==> src/rtl/serclk_pkg.sv <==
// Shared field width and timing word layout for the serial clock generator.
package serclk_pkg;
    localparam int FIELD_W = 8;

    typedef struct packed {
        logic [FIELD_W-1:0] divide;   // upper byte: even prescaler
        logic [FIELD_W-1:0] rate;     // lower byte: rate counter limit
    } timing_t;
endpackage

==> src/rtl/serclk_cfg.sv <==
// Timing word register. Forces the divide value even and at least 2.
// Assumes writes are single-cycle strobes in the functional clock domain.
module serclk_cfg
    import serclk_pkg::*;
#(
    parameter int RESET_DIV = 2
) (
    input  logic               clk,
    input  logic               rst_n,
    input  logic               wr,
    input  logic [FIELD_W-1:0] divide_in,
    input  logic [FIELD_W-1:0] rate_in,
    output timing_t            cfg
);
    logic [FIELD_W-1:0] div_legal;

    // Legalise the divide value: clear bit 0, replace zero by two.
    always_comb begin
        div_legal = {divide_in[FIELD_W-1:1], 1'b0};
        if (div_legal == '0) div_legal = FIELD_W'(2);
    end

    // Hold the programmed timing word.
    always_ff @(posedge clk) begin
        if (!rst_n) begin
            cfg.divide <= FIELD_W'(RESET_DIV);
            cfg.rate   <= '0;
        end else if (wr) begin
            cfg.divide <= div_legal;
            cfg.rate   <= rate_in;
        end
    end
endmodule

==> src/rtl/serclk_stage.sv <==
// One divider stage: counts steps from 0 to 'last' and flags the wrap.
// Assumes 'last' is held stable while the stage is counting.
module serclk_stage #(
    parameter int W = 8
) (
    input  logic         clk,
    input  logic         rst_n,
    input  logic         clr,
    input  logic         step,
    input  logic [W-1:0] last,
    output logic         wrap
);
    logic [W-1:0] cnt;

    assign wrap = step && !clr && (cnt == last);

    // Advance the count, restarting after the terminal value.
    always_ff @(posedge clk) begin
        if (!rst_n || clr)  cnt <= '0;
        else if (wrap)      cnt <= '0;
        else if (step)      cnt <= cnt + W'(1);
    end
endmodule

==> src/rtl/serclk_tail.sv <==
// Counts the extra rising edges appended after a command.
// Assumes 'rise' is high for one cycle per rising serial edge.
module serclk_tail #(
    parameter int TAIL_CYCLES = 8
) (
    input  logic clk,
    input  logic rst_n,
    input  logic load,
    input  logic rise,
    output logic busy
);
    localparam int TW = $clog2(TAIL_CYCLES + 1);
    logic [TW-1:0] left;

    assign busy = (left != '0);

    // Load the tail length, then decrement on each rising edge.
    always_ff @(posedge clk) begin
        if (!rst_n)              left <= '0;
        else if (load)           left <= TW'(TAIL_CYCLES);
        else if (rise && busy)   left <= left - TW'(1);
    end
endmodule

==> src/rtl/serclk_gen.sv <==
// Two-stage serial clock generator: prescaler by divide/2, then rate+1,
// toggling the output each time both stages wrap. Gated low when idle.
// Assumes all inputs are synchronous to clk.
module serclk_gen
    import serclk_pkg::*;
#(
    parameter int TAIL_CYCLES = 8,
    parameter int RESET_DIV   = 2
) (
    input  logic                 clk,
    input  logic                 rst_n,
    input  logic                 cfg_wr,
    input  logic [FIELD_W-1:0]   cfg_divide,
    input  logic [FIELD_W-1:0]   cfg_rate,
    input  logic                 xfer_active,
    input  logic                 cont_clk_en,
    input  logic                 tail_req,
    output logic                 sclk,
    output logic                 rise_en,
    output logic                 fall_en,
    output logic [2*FIELD_W-1:0] timing_q
);
    localparam int HALF_W = FIELD_W - 1;

    timing_t           cfg_q;
    timing_t           act_q;
    logic              sclk_q, rise_q, fall_q;
    logic              run_req, active, tail_busy;
    logic              pre_wrap, rate_wrap, rise_evt;
    logic [HALF_W-1:0] half_last;

    serclk_cfg #(.RESET_DIV(RESET_DIV)) u_cfg (
        .clk(clk), .rst_n(rst_n), .wr(cfg_wr),
        .divide_in(cfg_divide), .rate_in(cfg_rate), .cfg(cfg_q)
    );

    assign run_req   = xfer_active || cont_clk_en || tail_busy;
    assign active    = run_req || sclk_q;
    assign half_last = act_q.divide[FIELD_W-1:1] - HALF_W'(1);

    serclk_stage #(.W(HALF_W)) u_pre (
        .clk(clk), .rst_n(rst_n), .clr(!active), .step(active),
        .last(half_last), .wrap(pre_wrap)
    );

    serclk_stage #(.W(FIELD_W)) u_rate (
        .clk(clk), .rst_n(rst_n), .clr(!active), .step(pre_wrap),
        .last(act_q.rate), .wrap(rate_wrap)
    );

    assign rise_evt = rate_wrap && !sclk_q;

    serclk_tail #(.TAIL_CYCLES(TAIL_CYCLES)) u_tail (
        .clk(clk), .rst_n(rst_n), .load(tail_req), .rise(rise_evt),
        .busy(tail_busy)
    );

    // Take up new timing only while stopped or at a rising boundary.
    always_ff @(posedge clk) begin
        if (!rst_n) begin
            act_q.divide <= FIELD_W'(RESET_DIV);
            act_q.rate   <= '0;
        end else if (!active || rise_evt) begin
            act_q <= cfg_q;
        end
    end

    // Toggle the serial clock and register the matching edge strobes.
    always_ff @(posedge clk) begin
        if (!rst_n) begin
            sclk_q <= 1'b0;
            rise_q <= 1'b0;
            fall_q <= 1'b0;
        end else begin
            if (rate_wrap) sclk_q <= !sclk_q;
            rise_q <= rate_wrap && !sclk_q;
            fall_q <= rate_wrap && sclk_q;
        end
    end

    assign sclk     = sclk_q;
    assign rise_en  = rise_q;
    assign fall_en  = fall_q;
    assign timing_q = cfg_q;
endmodule

==> config.mk <==
export PLATFORM = sky130hd
export DESIGN_NAME = serclk_gen
export DESIGN_NICKNAME = d
export VERILOG_FILES = /design/src/rtl/serclk_pkg.sv /design/src/rtl/serclk_cfg.sv /design/src/rtl/serclk_stage.sv /design/src/rtl/serclk_tail.sv /design/src/rtl/serclk_gen.sv
export SDC_FILE = /design/constraint.sdc
export NUM_CORES = 1
export LEC_CHECK = 0
export BUFFER_PORTS_ARGS = -buffer_cell sky130_fd_sc_hd__buf_2
export CAP_MARGIN = 20
export CORE_UTILIZATION = 50
export DETAILED_ROUTE_END_ITERATION = 8
export HOLD_SLACK_MARGIN = 0.15
export PLACE_DENSITY_LB_ADDON = 0.25
export SLEW_MARGIN = 5
export SYNTH_ARGS = -nofsm -noshare
export SYNTH_HDL_FRONTEND = slang
export SYNTH_SLANG_ARGS = --single-unit
export TNS_END_PERCENT = 100
==> constraint.sdc <==
create_clock -name clk -period 2 [get_ports clk]
set_input_delay 0.4 -clock clk [delete_from_list [all_inputs] [get_ports clk]]
set_output_delay 0.4 -clock clk [all_outputs]
set_load 0.05 [all_outputs]
==> results of run 1 <==
cells in the final DEF (no fill, tap or decap), types with 5 or more instances in the layout:
cell      instances
buf_2            38
buf_4            25
clkbuf_8          6
dfxtp_1          49
inv_1             7
mux2i_1          29
nand2_1          39
nand4_1           5
nor2_1           30
nor3_1           10
xnor2_1          21
xor2_1            9
through the flow:
step | setup WS (ns) | hold slack, ns | util (%) | power (uW)
detailed placement | -0.201 | 0.465 | 62.0 | 3710
finish | -0.161 | 0.316 | 68.0 | 5040
CTS | -0.167 | 0.318 | 66.3 | 4880
global placement | -0.157 | 0.459 | 62.0 | 3670
floorplan | -0.234 | 0.440 | - | 3200
global route | -0.251 | 0.325 | 68.0 | 5330
final timing paths:
path	from	end
worst max register to register	u_tail.left[0]	act_q[6]
worst min-delay path	cfg_rate[7]	u_cfg.cfg[7]
worst min register to register	act_q[15]	act_q[15]
worst max-delay path	u_tail.left[0]	act_q[6]
routing by layer:
metal / track usage (%) / share of wire (%) / vias up
li1: - / - / 1019
met1: 27.7 / 47 / 914
met2: 35.2 / 46 / 39
met3: 4.92 / 3.7 / 12
met4: 8.50 / 2.8 / 0
met5: 0 / 0 / -
layout make-up:
class | count | share of cell area (%)
Clock buffer | 6 | 2.70
Timing Repair Buffer | 69 | 15.4
Multi-Input combinational cell | 194 | 44.1
Sequential cell | 52 | 34.1
Tap cell | 52 | 2.12
Inverter | 9 | 1.10
Clock inverter | 2 | 0.490
state kept, by name, indices dropped and copies added, names as in the netlist:
name         count
u_cfg.cfg       15
rise_en          1
fall_en          1
sclk             1
u_rate.cnt       8
u_tail.left      4
act_q           15
u_pre.cnt        7
cell usage after synthesis, types with 4 or more instances:
cell / n
dfxtp_1: 52
nand2_1: 40
nor2_1: 31
mux2i_1: 29
xnor2_1: 21
nor3_1: 13
inv_1: 9
xor2_1: 9
clkbuf_1: 7
a21oi_1: 5
ha_1: 5
nand3_1: 5
nand4_1: 5
o21ai_0: 4
kinds of logic after synthesis:
group                      synth area share, %
buffers and inverters                     4.45
xor gates and xnor gates                  11.8
DFF                                       43.0
and+or+nand+nor                           22.6
adders and majority gates                 2.59
muxes                                     12.0
other                                    0.155
AOI/OAI and AO/OA                         3.31
repair_timing:
| action | CTS | global route |
|---|---|---|
| resized for setup | 11 | 16 |
| gates cloned | 1 | 0 |
| hold endpoints to repair | 0 | 0 |
| setup endpoints to repair | 33 | 37 |
| setup buffers | 4 | 2 |
| pin swaps | 1 | 4 |
critical path, cell delays in order (launching register included):
cell	delay, ns
dfxtp_1	0.32
inv_2	0.06
ha_2	0.15
or3b_1	0.35
or4_4	0.44
and4_4	0.19
nand3_4	0.08
o21a_4	0.17
buf_12	0.14
mux2i_1	0.18
power breakdown:
part	leakage [uW]	total, uW	internal, uW	switching (uW)
registers	0.000425	1340	1210	133
clock network	0.0000434	637	281	356
logic	0.000898	3060	1560	1510
==> reports/qor.csv, run 1 <==
metric;value;unit
synth.distinct_cells;39;
syn_inst;267;
fillers;339;
worst-setup-path-type;reg2reg;
tritoncts;done;
rsz0062_at_grt;yes;
gr-total-overflow;0;
stdcell_count;384;
grt_pass1_vias;1956;
start_util;53.7;%
worstMarginPinSlew;0.645;ns
r2r_slack;-0.16;ns
outcome;complete, but fails checks;
track_usage;21.5;%
stdcell_area;3060;um^2
routabilityCongestion;0.882;
drc;0;
violations;setup timing;
synth_seq_area_share;43.0;%
initialDrtViolationCount;54;
synth_flop_cell;dfxtp_1;
clockBufferDepth;2;
crit_required;2.25;ns
synth-edff-count;0;
vias;1984;
grt_max_degree;21;
peakVddDrop;0.918;mV
cp_max_fo;8;
io_pins;41;
core_area;4500;um^2
final.setup.tns;-3.64;ns
start_kind;flop;
max_freq;0.463;GHz
area_growth;26.6;%
hold_buffers;0;
cts-root-buf;clkbuf_8;
place_inst;369;
routed_wl;4950;um
placed_area;2790;um^2
yosys.area.top_type;dfxtp_1;
grt_antenna_before_repair;0;
cp-end-kind;flop;
htree_levels;2;
rr_worst_depth;9;
fp.dieH;71.6;um
hold_class;in2reg;
io_buffers;38;
cap_violations;0;
synth_area_leaders;dfxtp_1, mux2i_1, xnor2_1;
drive_gt1_share;31.3;%
multi_input_area;1350;um^2
grt_pass1_wl;8540;um
rows;24;
post-route-period-util;108;%
period_needed;2.16;ns
cts_buffers;5;
worstHoldPathCells;3;
setup_viol;30;
route.antenna.remaining_nets;0;
leakage;0.00137;uW
wl_per_cell;12.9;um
dpl.hpwl;3460;um
regArea;1040;um^2
syn-cell-area;2420;um^2
yosys_warnings;0;
syn_avg_cell_area;9.06;um^2
skew;0.00328;ns
syn_nets;294;
nets;358;
yosys.area.top_type_share;43.0;%
worst_setup_hold_path_clk_slew;0.09;ns
ys_seq_elements;52;
layout_setup_ws;-0.161;ns
die_x;71.6;um
clk_latency;0.31;ns
async_flop_share;0;%
dieArea;5120;um^2
antennaDiodeCount;0;
final-hold-violation-count;0;
powerDensity;1650;nW/um^2
via_per_inst;5.17;
firstDrtPassIters;4;
max_slew_margin;57.0;%
slew_viol_final;0;
crit_arrival;2.41;ns
clock_sinks;52;
No activity file was read; power rests on OpenSTA's default activity.
==> inputs of run 2 (changes only) <==
--- a/config.mk
+++ b/config.mk
@@ -7,10 +7,12 @@
 export LEC_CHECK = 0
 export BUFFER_PORTS_ARGS = -buffer_cell sky130_fd_sc_hd__buf_2
 export CAP_MARGIN = 20
+export CORE_MARGIN = 2
 export CORE_UTILIZATION = 50
 export DETAILED_ROUTE_END_ITERATION = 8
 export HOLD_SLACK_MARGIN = 0.15
 export PLACE_DENSITY_LB_ADDON = 0.25
+export REMOVE_ABC_BUFFERS = 1
 export SLEW_MARGIN = 5
 export SYNTH_ARGS = -nofsm -noshare
 export SYNTH_HDL_FRONTEND = slang
==> run 2 against run 1 <==
The flow still finishes with violations (setup timing). Largest power group unchanged. Total power down 3.4%. Sequential power about the same. Die area up 5.7%. Worst hold slack better by 0.013 ns. Largest cell class unchanged. Non-clock buffer count down 5. Combinational power down 5%. Wire length down 1.4%. Clock power down 5.5%. Critical path depth unchanged. Register-to-register slack about the same. Sequential share of layout area up 0.71 points.
==> reports/qor.csv, run 2 (synthesized netlist as in run 1, its figures left out) <==
metric;value;unit;change
outcome;complete, but fails checks;;
violations;setup timing;;
rows;25;;+4.2%
firstDrtPassIters;4;;unchanged
critPathSlowestCell;or4_4;;
initialDrtViolationCount;68;;+26%
dpl.hpwl;3350;um;-3.3%
via_per_inst;5.07;;-1.9%
grt_use_met3;4.53;%;-0.40 points
cp-end-kind;flop;;
powerDensity;1630;nW/um^2;-1.3%
io_pins;41;;unchanged
layout_setup_ws;-0.171;ns;-0.0105 ns
clk_latency;0.30;ns;about the same
io_buffers;38;;unchanged
crit_path_max_incr_delay;0.43;ns;about the same
cap_violations;0;;unchanged
largestRegisters;act_q (15), u_cfg.cfg (15), u_rate.cnt (8);;
setup_viol;32;;+6.7%
htree_levels;2;;unchanged
wl_per_cell;12.8;um;-0.58%
final.setup.tns;-3.35;ns;+0.290 ns
fillers;405;;+19%
routabilityCongestion;0.801;;-9.2%
drive_gt1_share;28.7;%;-2.6 points
cp_cell_sequence;inv_2 > ha_4 > or3b_4 > or4_4 > and4_4 > nand3_4 > o21a_4 > buf_12 > mux2i_2;;
fin_util;63.9;%;-4.1 points
start_util;51.5;%;-2.1 points
tritoncts;done;;
place_inst;370;;+0.27%
leakage;0.00133;uW;-2.7%
clock_sinks;52;;unchanged
area_growth;23.9;%;
final-hold-violation-count;0;;unchanged
core_area;4690;um^2;+4.2%
stdcell_count;381;;-0.78%
total_power;4870;uW;-3.4%
slew_viol_final;0;;unchanged
clockBufferDepth;2;;unchanged
busiest_layer;met2;;
track_usage;19.2;%;-2.3 points
post-route-period-util;109;%;+0.52 points
skew;0.00582;ns;+0.00254 ns
worstMarginPinSlew;0.679;ns;+0.0343 ns
period_needed;2.17;ns;+0.0105 ns
die_x;73.6;um;+2.8%
worst_setup_hold_path_clk_slew;0.10;ns;about the same
placed_area;2790;um^2;-0.18%
max_freq;0.461;GHz;-0.48%
drc;0;;unchanged
route.antenna.remaining_nets;0;;unchanged
crit_required;2.23;ns;-0.02 ns
antennaDiodeCount;0;;unchanged
cts-root-buf;clkbuf_8;;
stdcell_area;3000;um^2;-2.2%
vias;1932;;-2.6%
gr-usage-met1;26.2;%;-1.4 points
grt_pass1_vias;1797;;-8.1%
layout_commonest_cell;dfxtp_1;;
cp_max_fo;8;;unchanged
hold_class;in2reg;;
final_cell_mix;dfxtp_1, nand2_1, buf_2;;
cts_buffers;5;;unchanged
grt_max_degree;24;;+14%
hold_buffers;0;;unchanged
dieArea;5410;um^2;+5.7%
grt_pass1_wl;8160;um;-4.5%
rsz0062_at_grt;yes;;
fp.dieH;73.6;um;+2.8%
max_slew_margin;54.7;%;-2.3 points
crit_arrival;2.40;ns;about the same
routed_wl;4880;um;-1.4%
gr-total-overflow;0;;unchanged
start_kind;flop;;
grt_use_met2;31.3;%;-4.0 points
grt_antenna_before_repair;0;;unchanged
worst-setup-path-type;reg2reg;;
nets;353;;-1.4%
peakVddDrop;0.807;mV;-12%
==> run 2: area by class of cell <==
| class | count | area, um^2 | share of cell area (%) |
|---|---|---|---|
| clock inverters | 2 | 16.3 | 0.543 |
| multi-input cells | 194 | 1330 | 44.5 |
| clock buffers | 6 | 72.6 | 2.42 |
| well taps | 54 | 67.6 | 2.25 |
| inverters | 9 | 33.8 | 1.13 |
| flip-flops and latches | 52 | 1040 | 34.8 |
| repair buffers | 64 | 429 | 14.3 |
==> run 2: routing by layer <==
layer / share of wire (%) / wire length [um] / vias up
met1: 49 / 2400 / 890
met3: 2.9 / 143 / 4
met2: 47 / 2300 / 30
li1: - / - / 1008
met4: 0.66 / 32 / 0
met5: 0 / 0 / -
==> run 2: stage by stage <==
step,setup slack (ns),hold WS (ns)
after floorplan,-0.528,0.440
after global placement,-0.198,0.457
after detailed placement,-0.238,0.460
after CTS,-0.170,0.321
after global routing,-0.253,0.332
final,-0.171,0.329
==> run 2: final timing paths <==
path,to,slack [ns],depth (start not counted),from
setup / recovery,act_q[9],-0.17,9,u_tail.left[0]
hold / removal,u_cfg.cfg[7],0.33,3,cfg_rate[7]
setup reg to reg,act_q[9],-0.17,9,u_tail.left[0]
hold reg to reg,act_q[5],0.48,2,act_q[5]
==> run 2: power by group <==
| group | total [uW] | switching, uW | internal (uW) |
|---|---|---|---|
| Combinational | 2920 | 1460 | 1460 |
| Sequential | 1350 | 140 | 1210 |
| Clock | 602 | 352 | 250 |
| Total | 4870 | 1950 | 2920 |
==> run 2: timing repair <==
| item | in CTS | in global routing |
|---|---|---|
| pin swaps | 5 | 3 |
| endpoints found under the setup margin | 34 | 37 |
| hold endpoints to repair | 0 | 0 |
| resized for setup | 11 | 11 |
| gates cloned | 1 | 0 |
| setup buffers | 2 | 0 |
==> run 2: critical path, delay by kind of cell (launching register included) <==
family	cells	cell delay (ns)
mux	1	0.20
compound gates	1	0.17
fa+ha+maj	1	0.12
buf+inv	2	0.22
flops	1	0.33
simple gates	4	1.06
==> inputs of run 3 (changes only) <==
--- a/config.mk
+++ b/config.mk
@@ -8,7 +8,8 @@
 export BUFFER_PORTS_ARGS = -buffer_cell sky130_fd_sc_hd__buf_2
 export CAP_MARGIN = 20
 export CORE_MARGIN = 2
-export CORE_UTILIZATION = 50
+export CORE_UTILIZATION = 47
+export CTS_CLUSTER_SIZE = 12
 export DETAILED_ROUTE_END_ITERATION = 8
 export HOLD_SLACK_MARGIN = 0.15
 export PLACE_DENSITY_LB_ADDON = 0.25
==> run 3 against run 2 <==
The flow still finishes with violations (setup timing). Clock-buffer cell count is the same. Combinational power grew 14%. Largest power group unchanged. Wire length grew 17%. Via count grew 8.5%. Fmax shrank 0.40%. Register-to-register slack is essentially flat. Total power grew 11%. Critical endpoint is now act_q[15]. Sequential power is essentially flat. Global-route usage grew 0.43 points. Sequential share of layout area shrank 2.4 points. Worst hold slack gained 0.0031 ns. Clock skew is essentially flat.
==> reports/qor.csv, run 3 (synthesized netlist as in run 1, its figures left out) <==
metric;value;unit;change
gr-total-overflow;0;;unchanged
tritoncts;done;;
worst-setup-path-type;reg2reg;;
cts_buffers;5;;unchanged
htree_levels;2;;unchanged
cp_max_fo;8;;unchanged
layout_commonest_cell;dfxtp_1;;
clockBufferDepth;2;;unchanged
cts-root-buf;clkbuf_8;;
skew;0.00538;ns;-0.000433 ns
largestRegisters;act_q (15), u_cfg.cfg (15), u_rate.cnt (8);;
violations;setup timing;;
r2r-start;u_tail.left[0];;
cp-end-kind;flop;;
drc;0;;unchanged
crit_arrival;2.41;ns;about the same
slew_viol_final;0;;unchanged
whs_endpoint;u_cfg.cfg[2];;
outcome;complete, but fails checks;;
cap_violations;0;;unchanged
worstMarginPinSlew;0.703;ns;+0.0245 ns
vias;2097;;+8.5%
grt_antenna_before_repair;0;;unchanged
period_needed;2.18;ns;+0.00880 ns
fp.dieH;75.7;um;+3.0%
final-hold-violation-count;0;;unchanged
worst_setup_hold_path_clk_slew;0.09;ns;about the same
rows;26;;+4.0%
layout_setup_ws;-0.180;ns;-0.00880 ns
grt_pass1_wl;8600;um;+5.4%
r2r_end;act_q[15];;
nets;370;;+4.8%
place_inst;387;;+4.6%
setup_viol;35;;+9.4%
grt_max_degree;29;;+21%
final_cell_mix;dfxtp_1, nand2_1, buf_2;;
core_area;5040;um^2;+7.5%
hold_buffers;0;;unchanged
routabilityCongestion;0.888;;+11%
track_usage;19.6;%;+0.43 points
start_kind;flop;;
initialDrtViolationCount;102;;+50%
hold_start;cfg_rate[2];;
clock_sinks;52;;unchanged
r2r_slack;-0.18;ns;about the same
antennaDiodeCount;0;;unchanged
total_power;5390;uW;+11%
routed_wl;5720;um;+17%
die_x;75.7;um;+3.0%
io_buffers;38;;unchanged
stdcell_count;414;;+8.7%
wl_per_cell;13.8;um;+7.9%
grt_pass1_vias;1886;;+5.0%
powerDensity;1670;nW/um^2;+3.0%
max_freq;0.459;GHz;-0.40%
worstHoldPathCells;3;;unchanged
final.setup.tns;-4.48;ns;-1.14 ns
post-route-period-util;109;%;+0.44 points
dieArea;5740;um^2;+6.0%
rsz0062_at_grt;yes;;
crit_required;2.23;ns;about the same
area_growth;33.3;%;
io_pins;41;;unchanged
via_per_inst;5.07;;-0.11%
stdcell_area;3220;um^2;+7.6%
placed_area;2820;um^2;+0.99%
start_util;48.0;%;-3.6 points
hold_class;in2reg;;
dpl.hpwl;3530;um;+5.3%
max_slew_margin;53.1;%;-1.6 points
firstDrtPassIters;4;;unchanged
rr_worst_depth;9;;unchanged
leakage;0.00143;uW;+7.3%
peakVddDrop;0.792;mV;-1.9%
drive_gt1_share;34.3;%;+5.6 points
dp_slack;-0.234;ns;+0.00407 ns
route.antenna.remaining_nets;0;;unchanged
clk_latency;0.30;ns;about the same
run 3: cell types whose count changed in the layout (fill, tap and decap cells not counted), moves of 2 or more:
cell	before	now
buf_4	21	37
dfxtp_1	50	48
dfxtp_2	2	4
inv_1	7	5
inv_2	2	4
nor2_2	2	0
nor2_4	0	2
run 3: repair_timing:
action / CTS / global route
buffers inserted: 16 / 2
setup endpoints to repair: 34 / 37
resized for setup: 19 / 17
cloned: 1 / 0
pin swaps: 11 / 7
run 3: worst max-delay path: stages (launching register included):
cell	delay, ns
dfxtp_2	0.34
inv_2	0.08
ha_4	0.12
or3b_4	0.36
or4_4	0.44
and4_4	0.18
nand3_4	0.08
o21a_4	0.17
buf_12	0.14
mux2i_1	0.19
run 3: cell type report:
| class | count | area (um^2) |
|---|---|---|
| sequential | 52 | 1050 |
| tap | 70 | 87.6 |
| multi-input combinational | 194 | 1380 |
| inverter | 9 | 33.8 |
| timing repair buffer | 81 | 561 |
| fill | 409 | 1820 |
| clock buffer | 6 | 72.6 |
| clock inverter | 2 | 38.8 |
run 3: worst max-delay path by stage:
stage / from / end / cells after the start
6_report: u_tail.left[0] / act_q[15] / 9
2_1_floorplan: u_tail.left[0] / act_q[0] / 8
3_5_place_dp: u_tail.left[0] / act_q[15] / 9
5_1_grt: u_pre.cnt[2] / u_tail.left[3] / 7
3_3_place_gp: u_tail.left[1] / act_q[15] / 9
4_1_cts: u_tail.left[0] / act_q[15] / 9
run 3: stage by stage:
stage               hold WS, ns  util, %
floorplan                 0.440        -
global placement          0.457     55.8
detailed placement        0.462     55.8
CTS                       0.325     62.3
global route              0.339     63.9
finish                    0.332     63.9
run 3: per-layer routing:
layer	GRT usage (%)	wire (um)	vias up
met5	0	0	-
met4	3.90	104	0
met3	3.31	228	16
met2	34.5	2900	70
met1	25.4	2490	965
li1	-	-	1046
run 3: report_power, final:
group	internal (uW)	total, uW	switching (uW)
Sequential	1210	1350	138
Combinational	1680	3320	1640
Clock	378	724	346
